===== src/rtl/chan_prio_pkg.sv =====
package chan_prio_pkg;
  localparam int unsigned DEF_NUM_CH = 3;
  localparam int unsigned PRIO_W     = 4;
  localparam int unsigned REG_W      = 6;
endpackage


===== src/rtl/chan_prio_regs.sv =====
module chan_prio_regs #(
  parameter int unsigned NUM_CH = chan_prio_pkg::DEF_NUM_CH,
  parameter int unsigned PRIO_W = chan_prio_pkg::PRIO_W,
  parameter int unsigned REG_W  = chan_prio_pkg::REG_W,
  localparam int unsigned CH_W  = $clog2(NUM_CH)
) (
  input  logic                           clk_i,
  input  logic                           rst_ni,
  input  logic                           wr_en_i,
  input  logic [CH_W-1:0]                wr_chan_i,
  input  logic [REG_W-1:0]               wr_data_i,
  output logic [NUM_CH-1:0][PRIO_W-1:0]  prio_o
);
  for (genvar g = 0; g < NUM_CH; g++) begin : g_ch
    logic [PRIO_W-1:0] prio_q;
    // only the rank field is stored; upper bits are dropped
    always_ff @(posedge clk_i or negedge rst_ni) begin
      if (!rst_ni)
        prio_q <= PRIO_W'(g);
      else if (wr_en_i && (wr_chan_i == CH_W'(g)))
        prio_q <= wr_data_i[PRIO_W-1:0];
    end
    assign prio_o[g] = prio_q;
  end
endmodule


===== src/rtl/chan_prio_arb.sv =====
module chan_prio_arb #(
  parameter int unsigned NUM_CH = chan_prio_pkg::DEF_NUM_CH,
  parameter int unsigned PRIO_W = chan_prio_pkg::PRIO_W,
  localparam int unsigned CH_W  = $clog2(NUM_CH)
) (
  input  logic [NUM_CH-1:0]              pend_i,
  input  logic [NUM_CH-1:0][PRIO_W-1:0]  prio_i,
  output logic                           any_o,
  output logic [CH_W-1:0]                win_o
);
  logic [PRIO_W-1:0] best_prio;

  // strict less-than keeps the lower index on equal ranks
  always_comb begin
    any_o     = 1'b0;
    win_o     = '0;
    best_prio = '0;
    for (int i = 0; i < NUM_CH; i++) begin
      if (pend_i[i] && (!any_o || prio_i[i] < best_prio)) begin
        any_o     = 1'b1;
        win_o     = CH_W'(i);
        best_prio = prio_i[i];
      end
    end
  end
endmodule


===== src/rtl/chan_prio_out.sv =====
module chan_prio_out #(
  parameter int unsigned NUM_CH = chan_prio_pkg::DEF_NUM_CH,
  localparam int unsigned CH_W  = $clog2(NUM_CH)
) (
  input  logic            clk_i,
  input  logic            rst_ni,
  input  logic            any_i,
  input  logic [CH_W-1:0] win_i,
  output logic            irq_o,
  output logic [CH_W-1:0] vec_o
);
  always_ff @(posedge clk_i or negedge rst_ni) begin
    if (!rst_ni) begin
      irq_o <= 1'b0;
      vec_o <= '0;
    end else begin
      irq_o <= any_i;
      vec_o <= any_i ? win_i : '0;
    end
  end
endmodule


===== src/rtl/chan_prio_sel.sv =====
module chan_prio_sel #(
  parameter int unsigned NUM_CH = chan_prio_pkg::DEF_NUM_CH,
  parameter int unsigned PRIO_W = chan_prio_pkg::PRIO_W,
  parameter int unsigned REG_W  = chan_prio_pkg::REG_W,
  localparam int unsigned CH_W  = $clog2(NUM_CH)
) (
  input  logic              clk_i,
  input  logic              rst_ni,
  input  logic              wr_en_i,
  input  logic [CH_W-1:0]   wr_chan_i,
  input  logic [REG_W-1:0]  wr_data_i,
  input  logic [NUM_CH-1:0] pend_i,
  output logic              irq_o,
  output logic [CH_W-1:0]   vec_o
);
  logic [NUM_CH-1:0][PRIO_W-1:0] prio_q;
  logic                          any_pend;
  logic [CH_W-1:0]               win_idx;

  chan_prio_regs #(.NUM_CH(NUM_CH), .PRIO_W(PRIO_W), .REG_W(REG_W)) u_regs (
    .clk_i     (clk_i),
    .rst_ni    (rst_ni),
    .wr_en_i   (wr_en_i),
    .wr_chan_i (wr_chan_i),
    .wr_data_i (wr_data_i),
    .prio_o    (prio_q)
  );

  chan_prio_arb #(.NUM_CH(NUM_CH), .PRIO_W(PRIO_W)) u_arb (
    .pend_i (pend_i),
    .prio_i (prio_q),
    .any_o  (any_pend),
    .win_o  (win_idx)
  );

  chan_prio_out #(.NUM_CH(NUM_CH)) u_out (
    .clk_i  (clk_i),
    .rst_ni (rst_ni),
    .any_i  (any_pend),
    .win_i  (win_idx),
    .irq_o  (irq_o),
    .vec_o  (vec_o)
  );
endmodule


===== config.mk =====
export PLATFORM = sky130hd
export DESIGN_NAME = chan_prio_sel
export DESIGN_NICKNAME = d
export VERILOG_FILES = /design/src/rtl/chan_prio_pkg.sv /design/src/rtl/chan_prio_regs.sv /design/src/rtl/chan_prio_arb.sv /design/src/rtl/chan_prio_out.sv /design/src/rtl/chan_prio_sel.sv
export SDC_FILE = /design/constraint.sdc
export NUM_CORES = 1
export LEC_CHECK = 0
export ABC_AREA = 1
export CAP_MARGIN = 25
export CORE_UTILIZATION = 51
export DETAILED_ROUTE_END_ITERATION = 6
export GPL_TIMING_DRIVEN = 1
export HOLD_SLACK_MARGIN = 0.08
export PLACE_DENSITY = 0.84
export SYNTH_ARGS = -nofsm -noshare
export SYNTH_HDL_FRONTEND = slang
export SYNTH_SLANG_ARGS = --single-unit

===== constraint.sdc =====
create_clock -name clk_i -period 5.61 [get_ports clk_i]
set_clock_uncertainty 0.1 [all_clocks]
set_input_delay 0.8415 -clock clk_i [delete_from_list [all_inputs] [get_ports clk_i]]
set_output_delay 0.8415 -clock clk_i [all_outputs]
set_load 0.01 [all_outputs]

==> metrics.txt, run 1 <==
total grt overflow=0; register area share after synthesis=0.487; cell type contributing the most total cell area after synthesis=dfrtp_1; GP Congestion=0.743; # DRC=0; Top delay family on crit path=simple AND/OR/NAND/NOR gates; PortBufs=14; vias=about 690; Synth Register Bits=15; Root Buffer=clkbuf_4; most used cell, CP=nand2_1; Hold Crit Class=flop to flop; LEAKAGE=between 0.4 and 0.5 nW; Slew HR=0.555; final hold vios=0; post-cts hold buffer count=0; setup violators final=0; clock buffer depth=2; die height=about 41 um; area delta synth->final=23.9%; non-filler cells, final=129; CP bufs+invs=2; r2r worst-path depth=15; initial antenna violation count=0; clk_lat worst skew=about 280 ps; Layout Nets=between 100 and 150; Rows=13; share of the synthesized area in the top cell type=0.419; postcts setup bufs=0; Setup crit end kind=flop; WS Path Type=input port to flop; Setup TNS=0 ps; Core Area=roughly 1400 sq um; HPWL Detailed=around 1.1 mm; r2r setup slk=about 3400 ps; FF+latch area=roughly 380 sq um; CTS tree=yes; max-slew violations=0; Syn Std Cell Area=~780 sq um; Worst R2R End=u_out.vec_o[0]$_DFF_PN0_; final hold slack=between 300 and 400 ps; ys flop type=dfrtp_1; Syn Inst Count=between 90 and 100; Worst Hold Launch=u_regs.g_ch[1].prio_q[0]$_DFFE_PN1P_; most common cell in the netlist=nand2_1; min cycle time layout=approximately 3000 ps; Worst Path Arrival=3070 ps; # diodes=0; Worst Path Required=5680 ps; Peak VDD IR=0.000204 V; unrepaired setup endpoints after global routing=no; DRT iter0 DRCs=17; Total GRT Usage=0.226; EDFF count, synth=0; Via density=5.37; Synth top cells by count=nand2_1, dfrtp_1, inv_1; area of the multi-input gates=between 300 and 400 sq um; WL/cell=approximately 11 um; WL final=1.47 mm; share of cells above drive strength 1=0.0877; first-pass iteration count of the detailed router=4; ys async rst share=1.00; max cap viols=0; H-tree levels=1; first-pass GRT wire length=2.36 mm; pin count of the biggest net entering global routing=16; Final ANT Viol Nets=0; FF-to-FF Start=u_regs.g_ch[0].prio_q[1]$_DFFE_PN0P_; Util after Layout=0.712; final period utilization=0.536; Layout fillers=100; DIE AREA=approximately 1700 sq um; crit-path max cell delay=600 ps; # clock sinks=15; Worst-path clk slew=about 80 ps; clock buffer count from CTS=3; Crit Path Max Fanout=8; Endpoint, Worst Hold=u_regs.g_ch[1].prio_q[0]$_DFFE_PN1P_; # IOs=17; Worst Hold Depth=2; post-synth cell types=12; CP Launch Type=input port; Pwr Density=292 nW/um^2; Post-Syn Nets=116; measured slew at the worst slew-check pin=~660 ps; Area contributors post-synth=dfrtp_1, nand2_1, ha_1; cells along the critical path=clkdlybuf4s50_1, nand2_1, ha_1, nand2_1, inv_2, nand2_1, nand2_1, nand2_1, nand2_2, nand2_1, o21ai_1, ha_1, a21oi_1, nand2_2, nand2_1, a21oi_1; Max stage delay cell, worst path=clkdlybuf4s50_1; status=finished, final reports clean; Syn Area/Cell=approximately 8.1 sq um; Initial Util=0.575; dpl cells=125; Fmax=332 MHz; vias in the first global route=611; # resized after CTS=0; Ys Warns=0; DIE WIDTH=41 um
## worst max path at each step
| stage | start | to | slack, ps | cells past startpoint |
|---|---|---|---|---|
| floorplan | pend_i[0] | u_out.vec_o[0]$_DFF_PN0_ | 3150 | 15 |
| global placement | pend_i[0] | u_out.vec_o[0]$_DFF_PN0_ | 2400 | 16 |
| detailed placement | pend_i[0] | u_out.vec_o[0]$_DFF_PN0_ | 2320 | 18 |
| CTS | pend_i[0] | u_out.vec_o[0]$_DFF_PN0_ | 2600 | 18 |
| global route | pend_i[0] | u_out.vec_o[0]$_DFF_PN0_ | 2360 | 16 |
| finish | pend_i[0] | u_out.vec_o[0]$_DFF_PN0_ | 2600 | 16 |
## logic make-up after synthesis
family | count (synthesis) | synth area share
AND/OR/NAND/NOR | 41 | 0.216
AO/OA/AOI/OAI | 19 | 0.127
buffers and inverters | 15 | 0.0726
flip-flops | 15 | 0.487
adder cells (fa/ha/maj) | 6 | 0.0968
## sequential cells by signal, summed over array words and instances, names as in the netlist
signal	count
u_regs.g_ch.prio_q	12
u_out.vec_o	2
u_out.irq_o	1
## layer usage
metal | track usage | share of wire
met5 | 0 | 0
met1 | 0.243 | 0.42
met2 | 0.402 | 0.51
met4 | 0.125 | 0.0095
met3 | 0.0489 | 0.066
## per-stage QoR
| step | total power, mW | setup slack [ps] | cell area, sq um |
|---|---|---|---|
| 3_5_place_dp | 0.223 | 2320 | 935 |
| 2_1_floorplan | 0.192 | 3150 | 776 |
| 4_1_cts | 0.283 | 2600 | 961 |
| 6_report | 0.281 | 2600 | 961 |
| 5_1_grt | 0.303 | 2360 | 961 |
| 3_3_place_gp | 0.217 | 2400 | 935 |
## worst min-delay path, stage by stage, from the launching register on
cell and delay, ps:
dfstp_2 380, nand2_1 50, o21ai_0 70
## power by group
part           switching (mW)  total, mW  internal (mW)
Clock                  0.0325     0.0600         0.0276
Sequential             0.0105      0.137          0.127
Combinational          0.0454     0.0838         0.0384
Total                  0.0884      0.281          0.192
## placed cells by master (no fill, tap or decap)
cell             count
nand2_1             32
clkdlybuf4s50_1     14
inv_1               13
dfrtp_1             13
o21ai_0             12
nand3_1              7
ha_1                 6
a21oi_1              3
o21ai_1              3
clkbuf_4             3
inv_2                2
nand2_2              2
dfstp_2              2
a21oi_2              1
clkbuf_1             1
## cell type report
type | instances | area share
clock buffer | 4 | 0.0273
inverter | 15 | 0.0586
sequential | 15 | 0.393
tap | 15 | 0.0195
multi-input combinational | 66 | 0.355
timing repair buffer | 14 | 0.146
Note: power is estimated with default switching activity, not from simulation.
==> run 2, diff against run 1 <==
--- a/config.mk
+++ b/config.mk
@@ -7,11 +7,11 @@
 export LEC_CHECK = 0
 export ABC_AREA = 1
 export CAP_MARGIN = 25
-export CORE_UTILIZATION = 51
+export CORE_UTILIZATION = 48
 export DETAILED_ROUTE_END_ITERATION = 6
 export GPL_TIMING_DRIVEN = 1
 export HOLD_SLACK_MARGIN = 0.08
-export PLACE_DENSITY = 0.84
+export PLACE_DENSITY = 0.8
 export SYNTH_ARGS = -nofsm -noshare
 export SYNTH_HDL_FRONTEND = slang
 export SYNTH_SLANG_ARGS = --single-unit
==> constraint.sdc (replaced) <==
create_clock -name clk_i -period 3 [get_ports clk_i]
set_clock_uncertainty 0.1 [all_clocks]
set_input_delay 0.45 -clock clk_i [delete_from_list [all_inputs] [get_ports clk_i]]
set_output_delay 0.45 -clock clk_i [all_outputs]
set_load 0.01 [all_outputs]
==> run 2 against run 1 <==
Net effect: power rose by 86%; count of clock-buffer cells in the layout down 1; worst setup slack lost 2100 ps; critical path type unchanged; critical path depth unchanged; flip-flop and latch count unchanged; sequential power grew 86%; register-to-register slack worse by 2600 ps; wire length fell by 5.3%; sequential share of layout area down 0.41 points; via count decreased by 5.2%.
==> metrics.txt, run 2 (same netlist as run 1, synthesis figures left out) <==
status=finished, final reports clean; CTS tree=yes; share of cells above drive strength 1=0.104 (+0.0166); Util after Layout=0.645 (-0.0673); Fmax=397 MHz; first-pass GRT wire length=2.43 mm (+2.9%); total grt overflow=0 (unchanged); WS Path Type=input port to flop; final instance area=971 sq um (+1.0%); Worst Path Arrival=2590 ps (-480 ps); Crit Path Max Fanout=8 (unchanged); max reg flops=12 (unchanged); area delta synth->final=25.2%; Core Area=1510 sq um (+12%); global-route met3 utilization=0.0259 (-0.0231); postcts setup bufs=0 (unchanged); busiest grt layer=met2; FF-to-FF Start=u_regs.g_ch[0].prio_q[3]$_DFFE_PN0P_; DRT iter0 DRCs=11 (-6); first-pass iteration count of the detailed router=4 (unchanged); r2r worst-path depth=15 (unchanged); clock buffer depth=2 (unchanged); Max stage delay cell, worst path=clkdlybuf4s50_1; Peak VDD IR=0.000270 V (+33%); pre-CTS WS=176 ps (-2140 ps); clock buffer count from CTS=3 (unchanged); Post-DP Area=943 sq um (+0.94%); setup violators final=0 (unchanged); GP Congestion=0.756 (+1.7%); Root Buffer=clkbuf_4; max-slew violations=0 (unchanged); LEAKAGE=0.505 nW (+1.5%); Worst R2R End=u_out.vec_o[0]$_DFF_PN0_; post-cts hold buffer count=0 (unchanged); DIE AREA=1780 sq um (+5.9%); unrepaired setup endpoints after global routing=no; max cap viols=0 (unchanged); measured slew at the worst slew-check pin=644 ps (-20.4 ps); vias=657 (-5.2%); DIE WIDTH=42.2 um (+2.9%); Setup crit end kind=flop; Final ANT Viol Nets=0 (unchanged); crit path launch=pend_i[0]; Setup TNS=0 ps (unchanged); commonest non-fill, non-tap cells in the layout=nand2_1, clkdlybuf4s50_1, inv_1, dfrtp_1, o21ai_0; final period utilization=0.839; total power=0.522 mW (+86%); die height=42.2 um (+2.9%); Total GRT Usage=0.184 (-0.0424); clk_lat worst skew=280 ps (about the same); # resized after CTS=0 (unchanged); HPWL Detailed=1.11 mm (-1.5%); pin count of the biggest net entering global routing=16 (unchanged); # DRC=0 (unchanged); # IOs=17 (unchanged); initial antenna violation count=0 (unchanged); most used cell, CP=nand2_1; WL/cell=10.7 um (-6.7%); min cycle time layout=approximately 2500 ps; cells along the critical path=clkdlybuf4s50_1, nand2_1, ha_1, nand2_1, inv_2, nand2_1, nand2_1, nand2_1, nand2_2, nand2_1, o21ai_1, ha_1, a21oi_1, nand2_2, nand2_1, a21oi_1; crit-path max cell delay=530 ps (-70 ps); Slew HR=0.569 (+0.0136); met2 Track Usage GR=0.311 (-0.0916); vias in the first global route=622 (+1.8%); met1 Usage GRT=0.227 (-0.0165); PortBufs=14 (unchanged); Worst Path Required=3070 ps (-2610 ps); Biggest register=u_regs.g_ch.prio_q; non-filler cells, final=131 (+1.6%); setup ws final=483 ps (-2120 ps); CP Launch Type=input port; Layout fillers=146 (+46%); # diodes=0 (unchanged); H-tree levels=1 (unchanged); dpl cells=127 (+1.6%); Top Registers=u_regs.g_ch.prio_q: 12 flops, u_out.vec_o: 2 flops, u_out.irq_o: 1 flops; Worst Hold Launch=u_regs.g_ch[0].prio_q[2]$_DFFE_PN0P_; final hold slack=397 ps (-1.62 ps); Layout Nets=136 (+0.74%); r2r setup slk=850 ps (-2590 ps); Initial Util=0.515 (-0.0597); Hold Crit Class=flop to flop; WL final=1.40 mm (-5.3%); crit path to=u_out.vec_o[0]$_DFF_PN0_; Via density=5.02 (-6.6%); final hold vios=0 (unchanged); Pwr Density=538 nW/um^2 (+84%); Rows=14 (+1); # clock sinks=15 (unchanged); Worst-path clk slew=90 ps (about the same); commonest non-fill, non-tap cell in the layout=nand2_1
[run 2: changes by cell type in the layout (fill, tap and decap cells not counted)]
cell	delta
clkbuf_1	-1
clkinv_2	+1
buf_4	+1
[run 2: per-layer routing]
| layer | part of all wire | vias to the layer above |
|---|---|---|
| met4 | 0.011 | 0 |
| met1 | 0.46 | 297 |
| met2 | 0.50 | 12 |
| met3 | 0.029 | 2 |
| li1 | - | 346 |
| met5 | 0 | - |
[run 2: how the worst min path moves through the flow]
stage | end | slack [ps] | depth (start not counted)
floorplan | u_out.irq_o$_DFF_PN0_ | 50 | 0
global placement | u_regs.g_ch[0].prio_q[2]$_DFFE_PN0P_ | 370 | 2
detailed placement | u_regs.g_ch[0].prio_q[2]$_DFFE_PN0P_ | 370 | 2
CTS | u_regs.g_ch[0].prio_q[2]$_DFFE_PN0P_ | 400 | 2
global route | u_regs.g_ch[0].prio_q[2]$_DFFE_PN0P_ | 410 | 2
finish | u_regs.g_ch[0].prio_q[2]$_DFFE_PN0P_ | 400 | 2
[run 2: report_power, final]
group / internal (mW) / switching [mW] / leakage, nW / total (mW)
Sequential: 0.237 / 0.0182 / 0.181 / 0.255
Clock: 0.0494 / 0.0618 / 0.0177 / 0.111
Combinational: 0.0731 / 0.0834 / 0.307 / 0.157
[run 2: layout make-up]
cell class / instances / area, sq um / area share
clock buffers: 3 / 22.5 / 0.0232
clock inverters: 1 / 5.00 / 0.00515
inverters: 15 / 56.3 / 0.0580
multi-input cells: 66 / 342 / 0.352
flip-flops and latches: 15 / 378 / 0.389
well taps: 16 / 20.0 / 0.0206
repair buffers: 15 / 148 / 0.152
[run 2: critical path: cells and delay by family]
kind | cells | cell delay (ps)
adders and majority gates | 2 | 600
buffers and inverters | 2 | 560
AOI/OAI and AO/OA | 3 | 280
and+or+nand+nor | 9 | 690
